<file path="config.mk">
export PLATFORM = sky130hd
export DESIGN_NAME = servo_pwm
export DESIGN_NICKNAME = d
export VERILOG_FILES = /design/src/rtl/servo_pkg.sv /design/src/rtl/servo_tick_gen.sv /design/src/rtl/servo_duty_acc.sv /design/src/rtl/servo_frame.sv /design/src/rtl/servo_pwm.sv
export SDC_FILE = /design/constraint.sdc
export NUM_CORES = 1
export LEC_CHECK = 0
export ABC_AREA = 0
export BUFFER_PORTS_ARGS = -buffer_cell sky130_fd_sc_hd__buf_2
export CORE_UTILIZATION = 50
export DETAILED_ROUTE_END_ITERATION = 16
export GPL_TIMING_DRIVEN = 0
export PLACE_DENSITY = 0.7
export SYNTH_ARGS = -nofsm -noshare
export SYNTH_HDL_FRONTEND = slang
export SYNTH_SLANG_ARGS = --single-unit
</file>
<file path="constraint.sdc">
create_clock -name clk_i -period 2.81 [get_ports clk_i]
set_input_delay 0.1405 -clock clk_i [delete_from_list [all_inputs] [get_ports clk_i]]
set_output_delay 0.1405 -clock clk_i [all_outputs]
set_load 0.02 [all_outputs]
</file>
<file path="src/rtl/servo_pkg.sv">
package servo_pkg;

  typedef enum logic [1:0] {
    CMD_HOLD,
    CMD_LOAD,
    CMD_INC,
    CMD_DEC
  } duty_cmd_e;

  // load wins; opposing steps cancel
  function automatic duty_cmd_e decode_cmd(input logic load, input logic inc, input logic dec);
    if (load)            return CMD_LOAD;
    else if (inc && !dec) return CMD_INC;
    else if (dec && !inc) return CMD_DEC;
    else                 return CMD_HOLD;
  endfunction

endpackage

</file>
<file path="src/rtl/servo_tick_gen.sv">
module servo_tick_gen #(
  parameter int DIV = 50
) (
  input  logic clk_i,
  input  logic rst_ni,
  output logic tick_o
);
  localparam int CW = (DIV > 1) ? $clog2(DIV) : 1;
  localparam logic [CW-1:0] LAST = CW'(DIV - 1);

  logic [CW-1:0] cnt_q;

  assign tick_o = (cnt_q == LAST);

  always_ff @(posedge clk_i or negedge rst_ni) begin
    if (!rst_ni)     cnt_q <= '0;
    else if (tick_o) cnt_q <= '0;
    else             cnt_q <= cnt_q + 1'b1;
  end
endmodule

</file>
<file path="src/rtl/servo_duty_acc.sv">
module servo_duty_acc
  import servo_pkg::*;
#(
  parameter int DW   = 15,
  parameter int DMIN = 893,
  parameter int DCTR = 1489,
  parameter int DMAX = 2085,
  parameter int STEP = 10
) (
  input  logic          clk_i,
  input  logic          rst_ni,
  input  logic          load_i,
  input  logic          inc_i,
  input  logic          dec_i,
  input  logic [DW-1:0] pos_i,
  output logic [DW-1:0] tgt_o
);
  localparam logic [DW-1:0] MIN_V  = DW'(DMIN);
  localparam logic [DW-1:0] CTR_V  = DW'(DCTR);
  localparam logic [DW-1:0] MAX_V  = DW'(DMAX);
  localparam logic [DW-1:0] STEP_V = DW'(STEP);
  localparam logic [DW:0]   STEP_W = (DW+1)'(STEP);

  logic [DW-1:0] tgt_q, tgt_d;
  logic [DW:0]   up_sum;
  duty_cmd_e     cmd;

  assign cmd    = decode_cmd(load_i, inc_i, dec_i);
  assign up_sum = {1'b0, tgt_q} + STEP_W;

  always_comb begin
    tgt_d = tgt_q;
    unique case (cmd)
      CMD_LOAD: begin
        if (pos_i < MIN_V)      tgt_d = MIN_V;
        else if (pos_i > MAX_V) tgt_d = MAX_V;
        else                    tgt_d = pos_i;
      end
      CMD_INC: tgt_d = (up_sum > {1'b0, MAX_V}) ? MAX_V : tgt_q + STEP_V;
      CMD_DEC: tgt_d = ({1'b0, tgt_q} < ({1'b0, MIN_V} + STEP_W)) ? MIN_V : tgt_q - STEP_V;
      default: tgt_d = tgt_q;
    endcase
  end

  always_ff @(posedge clk_i or negedge rst_ni) begin
    if (!rst_ni) tgt_q <= CTR_V;
    else         tgt_q <= tgt_d;
  end

  assign tgt_o = tgt_q;
endmodule

</file>
<file path="src/rtl/servo_frame.sv">
module servo_frame #(
  parameter int DW          = 15,
  parameter int FRAME_TICKS = 21276,
  parameter int DCTR        = 1489
) (
  input  logic          clk_i,
  input  logic          rst_ni,
  input  logic          tick_i,
  input  logic [DW-1:0] tgt_i,
  output logic          frame_start_o,
  output logic [DW-1:0] act_o,
  output logic          pwm_o
);
  localparam logic [DW-1:0] LAST  = DW'(FRAME_TICKS - 1);
  localparam logic [DW-1:0] CTR_V = DW'(DCTR);

  logic [DW-1:0] pos_q, pos_d, act_q, act_d;
  logic          pwm_q;

  assign frame_start_o = tick_i && (pos_q == LAST);

  always_comb begin
    pos_d = pos_q;
    if (frame_start_o) pos_d = '0;
    else if (tick_i)   pos_d = pos_q + 1'b1;
    // width is taken only on the wrap, so a pulse in flight is never altered
    act_d = frame_start_o ? tgt_i : act_q;
  end

  always_ff @(posedge clk_i or negedge rst_ni) begin
    if (!rst_ni) begin
      pos_q <= '0;
      act_q <= CTR_V;
      pwm_q <= (DCTR > 0);
    end else begin
      pos_q <= pos_d;
      act_q <= act_d;
      pwm_q <= (pos_d < act_d);
    end
  end

  assign act_o = act_q;
  assign pwm_o = pwm_q;
endmodule

</file>
<file path="src/rtl/servo_pwm.sv">
module servo_pwm #(
  parameter int CLK_HZ     = 50_000_000,
  parameter int TICK_HZ    = 1_000_000,
  parameter int FRAME_HZ   = 47,
  parameter int MIN_PM     = 42,
  parameter int CTR_PM     = 70,
  parameter int MAX_PM     = 98,
  parameter int STEP_TICKS = 10,
  localparam int FRAME_TICKS = TICK_HZ / FRAME_HZ,
  localparam int DW          = $clog2(FRAME_TICKS + 1)
) (
  input  logic          clk_i,
  input  logic          rst_ni,
  input  logic [DW-1:0] pos_i,
  input  logic          load_i,
  input  logic          inc_i,
  input  logic          dec_i,
  output logic          pwm_o
);
  localparam int DIV  = CLK_HZ / TICK_HZ;
  localparam int DMIN = FRAME_TICKS * MIN_PM / 1000;
  localparam int DCTR = FRAME_TICKS * CTR_PM / 1000;
  localparam int DMAX = FRAME_TICKS * MAX_PM / 1000;

  logic          tick;
  logic          frame_start;
  logic [DW-1:0] tgt_duty;
  logic [DW-1:0] act_duty;

  servo_tick_gen #(.DIV(DIV)) u_tick (
    .clk_i  (clk_i),
    .rst_ni (rst_ni),
    .tick_o (tick)
  );

  servo_duty_acc #(
    .DW(DW), .DMIN(DMIN), .DCTR(DCTR), .DMAX(DMAX), .STEP(STEP_TICKS)
  ) u_acc (
    .clk_i  (clk_i),
    .rst_ni (rst_ni),
    .load_i (load_i),
    .inc_i  (inc_i),
    .dec_i  (dec_i),
    .pos_i  (pos_i),
    .tgt_o  (tgt_duty)
  );

  servo_frame #(
    .DW(DW), .FRAME_TICKS(FRAME_TICKS), .DCTR(DCTR)
  ) u_frame (
    .clk_i         (clk_i),
    .rst_ni        (rst_ni),
    .tick_i        (tick),
    .tgt_i         (tgt_duty),
    .frame_start_o (frame_start),
    .act_o         (act_duty),
    .pwm_o         (pwm_o)
  );
endmodule

</file>
==> results of run 1 <==
## registers in the layout, summed over array words and instances, names as in the netlist
register       cells
u_frame.pos_q     15
u_tick.cnt_q       6
u_frame.act_o     15
u_frame.pwm_o      1
u_acc.tgt_o       15
## repair_timing
| action | in CTS | in global routing |
|---|---|---|
| endpoints found under the setup margin | 1 | 4 |
| setup buffers | 5 | 13 |
| resized for setup | 17 | 15 |
| pin swaps | 2 | 14 |
## layout make-up
cell class / instances / share of cell area
plain buffers: 20 / 0.0414
clock buffers: 5 / 0.0162
clock inverters: 3 / 0.00617
inverters: 31 / 0.0273
multi-input cells: 300 / 0.515
flip-flops and latches: 52 / 0.309
well taps: 96 / 0.0282
repair buffers: 38 / 0.0561
## power by group through the flow
stage	logic, mW	clock network, mW	registers (mW)
after detailed placement	0.430	0	0.808
after CTS	0.434	0.479	0.794
after global routing	0.486	0.510	0.796
after global placement	0.426	0	0.807
after floorplan	0.316	0	0.805
final	0.444	0.470	0.794
## metrics by stage
stage / utilization / power (mW) / instances / hold WS, ns
final: 0.613 / 1.71 / 545 / 0.0306
after floorplan: - / 1.12 / 403 / -0.155
after global placement: 0.559 / 1.23 / 519 / 0.412
after global routing: 0.613 / 1.79 / 545 / 0.0860
after CTS: 0.587 / 1.71 / 532 / 0.0819
after detailed placement: 0.559 / 1.24 / 519 / 0.408
## layout by cell type (no fill, tap or decap), types with 9 or more instances in the layout
master    count
dfrtp_1      39
nor2_1       38
inv_1        31
nand2_1      28
buf_2        23
buf_4        21
o21ai_0      18
ha_1         17
a21oi_1      15
nand3_1      14
xnor2_1      13
dfstp_2      13
xor2_1       12
nand4_1      12
mux2i_1      11
clkbuf_8      9
nor3_1        9
## worst reg2reg max path: stages, from the launching register on
cell	delay, ns
dfrtp_1	0.42
nand4bb_1	0.21
nor4_2	0.26
and4_1	0.24
buf_6	0.14
buf_12	0.13
buf_6	0.10
mux2i_4	0.22
ha_2	0.18
a21o_1	0.11
a21o_1	0.12
a21oi_2	0.06
or3_1	0.37
o211ai_1	0.10
a21oi_1	0.07
## worst paths after layout
kind,start,endpoint,slack [ns]
setup / recovery,u_frame.pos_q[5],u_frame.pwm_o,-0.02
hold / removal,rst_ni,u_tick.cnt_q[2],0.03
setup reg to reg,u_frame.pos_q[5],u_frame.pwm_o,-0.02
hold reg to reg,u_frame.act_o[13],u_frame.act_o[13],0.50
max in group asynchronous,rst_ni,u_acc.tgt_o[9],2.06
min in group clk_i,pos_i[0],u_acc.tgt_o[0],0.08
## metal layers
layer,track usage,part of all wire
met1,0.369,0.49
met2,0.373,0.45
met3,0.0358,0.055
met4,0.0686,0.014
met5,0,0
## cells by family (layout without fill, tap and decap cells)
family                   count (synthesis)  count (layout)  share of synthesized area
adder cells (fa/ha/maj)                 20              20                     0.0683
buffers and inverters                   51              97                     0.0700
flip-flops                              52              52                      0.360
multiplexers                            18              18                     0.0499
AO/OA/AOI/OAI                           95              95                      0.189
AND/OR/NAND/NOR                        142             142                      0.203
XOR/XNOR                                25              25                     0.0598
==> flow_summary.json, run 1 <==
{
  "status": "finished, violations left",
  "violations": "setup timing",
  "final-hold-violation-count": 0,
  "synth.top_cell.area_share": 0.266,
  "p_switching_uw": 576,
  "syn_nets": 443,
  "io_pins": 21,
  "fin_tns_setup_ns": -0.0206,
  "yosys.area.top_type": "dfrtp_1",
  "rows": 30,
  "grt_max_degree": 53,
  "crit_type": "reg -> reg",
  "cp-end-kind": "register",
  "ys_ff_latch": 52,
  "clockBufferDepth": 2,
  "relSlewSlack": 0.230,
  "grt_pass1_wl_um": 14600,
  "multiInputGateArea_um2": 2190,
  "clockRootBuffer": "clkbuf_8",
  "clock-skew-final_ns": 0.0126,
  "p_leak_nw": 1.92,
  "dieArea_um2": 7670,
  "reg2reg_depth": 14,
  "antenna_found_initial": 0,
  "min_period_over_period": 1.01,
  "yosysSeqAreaShare": 0.360,
  "cts_buffers": 5,
  "final_area_um2": 4260,
  "gp_congestion": 0.998,
  "drc": 0,
  "timing.fmax_mhz": 353,
  "seqPwrFrac": 0.465,
  "fp.coreArea_um2": 6940,
  "intPower_mw": 1.13,
  "irDropWorstVdd_mv": 0.235,
  "synth_area_leaders": "dfrtp_1, dfstp_2, ha_1",
  "diodes": 0,
  "initial_core_util": 0.527,
  "required_ns": 3.04,
  "synth.distinct_cells": 73,
  "comb_power_share": 0.260,
  "cp-start-kind": "register",
  "drt-vias-per-instance": 5.90,
  "clk_pin_slew_worst_paths_ns": 0.11,
  "synth-main-ff-cell": "dfrtp_1",
  "via_count": 3218,
  "max-cap-violations": 0,
  "rsz0062_at_grt": "yes",
  "routedWlPerCell_um": 16.5,
  "synth-edff-count": 0,
  "htreeDepth": 2,
  "p_per_area_nw_per_um2": 401,
  "cp_max_fo": 7,
  "areaGrowthSynthToFinish_pct": 16.3,
  "placed_area_um2": 3880,
  "insertion_delay_ns": 0.32,
  "worstMarginPinSlew_ns": 1.15,
  "dp_hpwl_um": 6500,
  "die_height_um": 87.6,
  "critPathMaxStageDelay_ns": 0.42,
  "synthCells": 403,
  "synth_most_common_cell": "dfrtp_1",
  "cts_hold_buf": 0,
  "postLayoutSetupSlackWorst_ns": -0.0206,
  "cts_tree": "yes",
  "fillCellCount": 598,
  "crit_family": "simple AND/OR/NAND/NOR gates",
  "cp.depth": 14,
  "grt_use_total": 0.247,
  "crit_slowest_cell": "dfrtp_1",
  "nets": 488,
  "crit_buf_inv": 3,
  "drt_pre_antenna_iters": 5,
  "finalSetupViolCount": 1,
  "path_cells": "nand4bb_1, nor4_2, and4_1, buf_6, buf_12, buf_6, mux2i_4, ha_2, a21o_1, a21o_1, a21oi_2, or3_1, o211ai_1, a21oi_1",
  "synth_area_per_cell_um2": 9.09,
  "hold_class": "in -> async",
  "p_clk_frac": 0.275,
  "synth_commonest_cells": "dfrtp_1, nor2_1, inv_1",
  "drive_above_1_share": 0.241,
  "drt-total-wl_um": 8990,
  "yosysWarnings": 0,
  "postRouteAntennaNets": 0,
  "portBuffers": 20,
  "syn_area_um2": 3660,
  "first_global_vias": 2913,
  "cp_data_arrival_time_ns": 3.06,
  "drt_iter0_markers": 375,
  "clock_sinks": 52,
  "ff_latch_area_um2": 1320,
  "gr-total-overflow": 0,
  "die_w_um": 87.6,
  "asyncSetResetFlopFracSynth": 1.00,
  "finalCriticalPeriod_ns": 2.83,
  "post-place-ws_ns": -0.370,
  "switching_share": 0.337,
  "maxSlewViolCount": 0
}
(Power assumes the default switching activity.)
==> run 2: changes to the inputs <==
--- a/config.mk
+++ b/config.mk
@@ -11,6 +11,7 @@
 export DETAILED_ROUTE_END_ITERATION = 16
 export GPL_TIMING_DRIVEN = 0
 export PLACE_DENSITY = 0.7
+export RECOVER_POWER = 25
 export SYNTH_ARGS = -nofsm -noshare
 export SYNTH_HDL_FRONTEND = slang
 export SYNTH_SLANG_ARGS = --single-unit
==> flow_summary.json, run 2 (synthesis results as in run 1) <==
{
  "clock_sinks": 52,
  "timing.fmax_mhz": 353,
  "rows": 30,
  "p_leak_nw": 1.92,
  "whs_ns": 0.0769,
  "hold_start": "pos_i[0]",
  "drt_iter0_markers": 374,
  "final_area_um2": 4250,
  "drt-vias-per-instance": 5.90,
  "finalCriticalPeriod_ns": 2.83,
  "hold_class": "in -> reg",
  "clock-skew-final_ns": 0.0127,
  "max-cap-violations": 1,
  "cp_data_arrival_time_ns": 3.06,
  "via_count": 3217,
  "maxSlewViolCount": 53,
  "cp_max_fo": 7,
  "portBuffers": 20,
  "status": "finished, violations left",
  "postLayoutSetupSlackWorst_ns": -0.0207,
  "drive_above_1_share": 0.236,
  "required_ns": 3.04,
  "cp-start-kind": "register",
  "areaGrowthSynthToFinish_pct": 16.2,
  "p_total_mw": 1.71,
  "violations": "capacitance limit, slew limit, setup timing",
  "io_pins": 21,
  "finalSetupViolCount": 1,
  "clk_pin_slew_worst_paths_ns": 0.11,
  "mostFrequentLayoutCells": "dfrtp_1, nor2_1, inv_1",
  "final-hold-violation-count": 0,
  "clockRootBuffer": "clkbuf_8",
  "dp_hpwl_um": 6500,
  "final_util": 0.613,
  "dieArea_um2": 7670,
  "irDropWorstVdd_mv": 0.235,
  "fp.coreArea_um2": 6940,
  "drc": 0,
  "crit_type": "reg -> reg",
  "final_common_cell": "dfrtp_1",
  "fillCellCount": 599,
  "postRouteAntennaNets": 0,
  "startpoint": "u_frame.pos_q[5]",
  "relSlewSlack": -0.848,
  "htreeDepth": 2,
  "gr-total-overflow": 0,
  "r2r-start": "u_frame.pos_q[5]",
  "routedWlPerCell_um": 16.5,
  "gp_congestion": 0.998,
  "worstMarginPinSlew_ns": 2.77,
  "antenna_found_initial": 0,
  "nets": 488,
  "drt-total-wl_um": 8990,
  "grt_use_total": 0.247,
  "rsz0062_at_grt": "yes",
  "clockBufferDepth": 2,
  "insertion_delay_ns": 0.32,
  "p_per_area_nw_per_um2": 402,
  "cp-end-kind": "register",
  "grt_pass1_wl_um": 14600,
  "diodes": 0,
  "initial_core_util": 0.527,
  "first_global_vias": 2913,
  "placed_area_um2": 3880,
  "cts_hold_buf": 0,
  "drt_pre_antenna_iters": 5,
  "cts_buffers": 5,
  "cts_tree": "yes",
  "die_height_um": 87.6,
  "grt_max_degree": 53,
  "die_w_um": 87.6,
  "min_period_over_period": 1.01
}
==> run 2: final cells by class <==
class	instances	area, um^2	share of cell area
Timing Repair Buffer	38	234	0.0550
Inverter	31	116	0.0274
Multi-Input combinational cell	300	2190	0.516
Sequential cell	52	1320	0.310
Clock inverter	3	26.3	0.00618
Buffer	20	176	0.0415
Clock buffer	5	68.8	0.0162
Tap cell	96	120	0.0282
==> run 2: stage by stage <==
| stage | TNS [ns] | std cells | setup slack [ns] |
|---|---|---|---|
| after CTS | 0 | 532 | 0.00586 |
| after global placement | -0.340 | 519 | -0.320 |
| after floorplan | 0 | 403 | 0.0362 |
| final | -0.0207 | 545 | -0.0207 |
| after detailed placement | -0.370 | 519 | -0.370 |
| after global routing | -3.40 | 545 | -0.181 |
==> run 2: critical path, cell delays in order (launching register included) <==
cell and delay (ns):
dfrtp_1 0.42, nand4bb_1 0.21, nor4_2 0.26, and4_1 0.24, buf_6 0.14, buf_12 0.13
buf_6 0.10, mux2i_4 0.22, ha_2 0.18, a21o_1 0.11, a21o_1 0.12, a21oi_2 0.06
or3_1 0.37, o211ai_1 0.10, a21oi_1 0.07
==> run 2: what timing repair did <==
item,CTS,global route
pin swaps,2,14
setup buffers,5,13
setup endpoints to repair,1,4
resized for setup,17,15
==> run 2: layer usage <==
layer,up-vias,GRT usage,share of wire
li1,1544,-,-
met4,0,0.0686,0.014
met2,102,0.373,0.45
met1,1562,0.369,0.48
met5,-,0,0
met3,9,0.0358,0.058
==> run 2: path summary, 6_finish.rpt <==
| kind | to | slack [ns] | depth (start not counted) |
|---|---|---|---|
| min in group asynchronous | u_tick.cnt_q[2] | 0.68 | 1 |
| max in group asynchronous | u_acc.tgt_o[9] | 0.55 | 1 |
| hold reg to reg | u_frame.act_o[13] | 0.50 | 2 |
| setup / recovery | u_frame.pwm_o | -0.02 | 14 |
| hold / removal | u_acc.tgt_o[0] | 0.08 | 2 |
| setup reg to reg | u_frame.pwm_o | -0.02 | 14 |
==> run 2: report_power, final <==
group | total [mW] | internal (mW) | switching (mW)
registers | 0.794 | 0.781 | 0.0128
logic | 0.443 | 0.169 | 0.274
clock network | 0.471 | 0.182 | 0.289
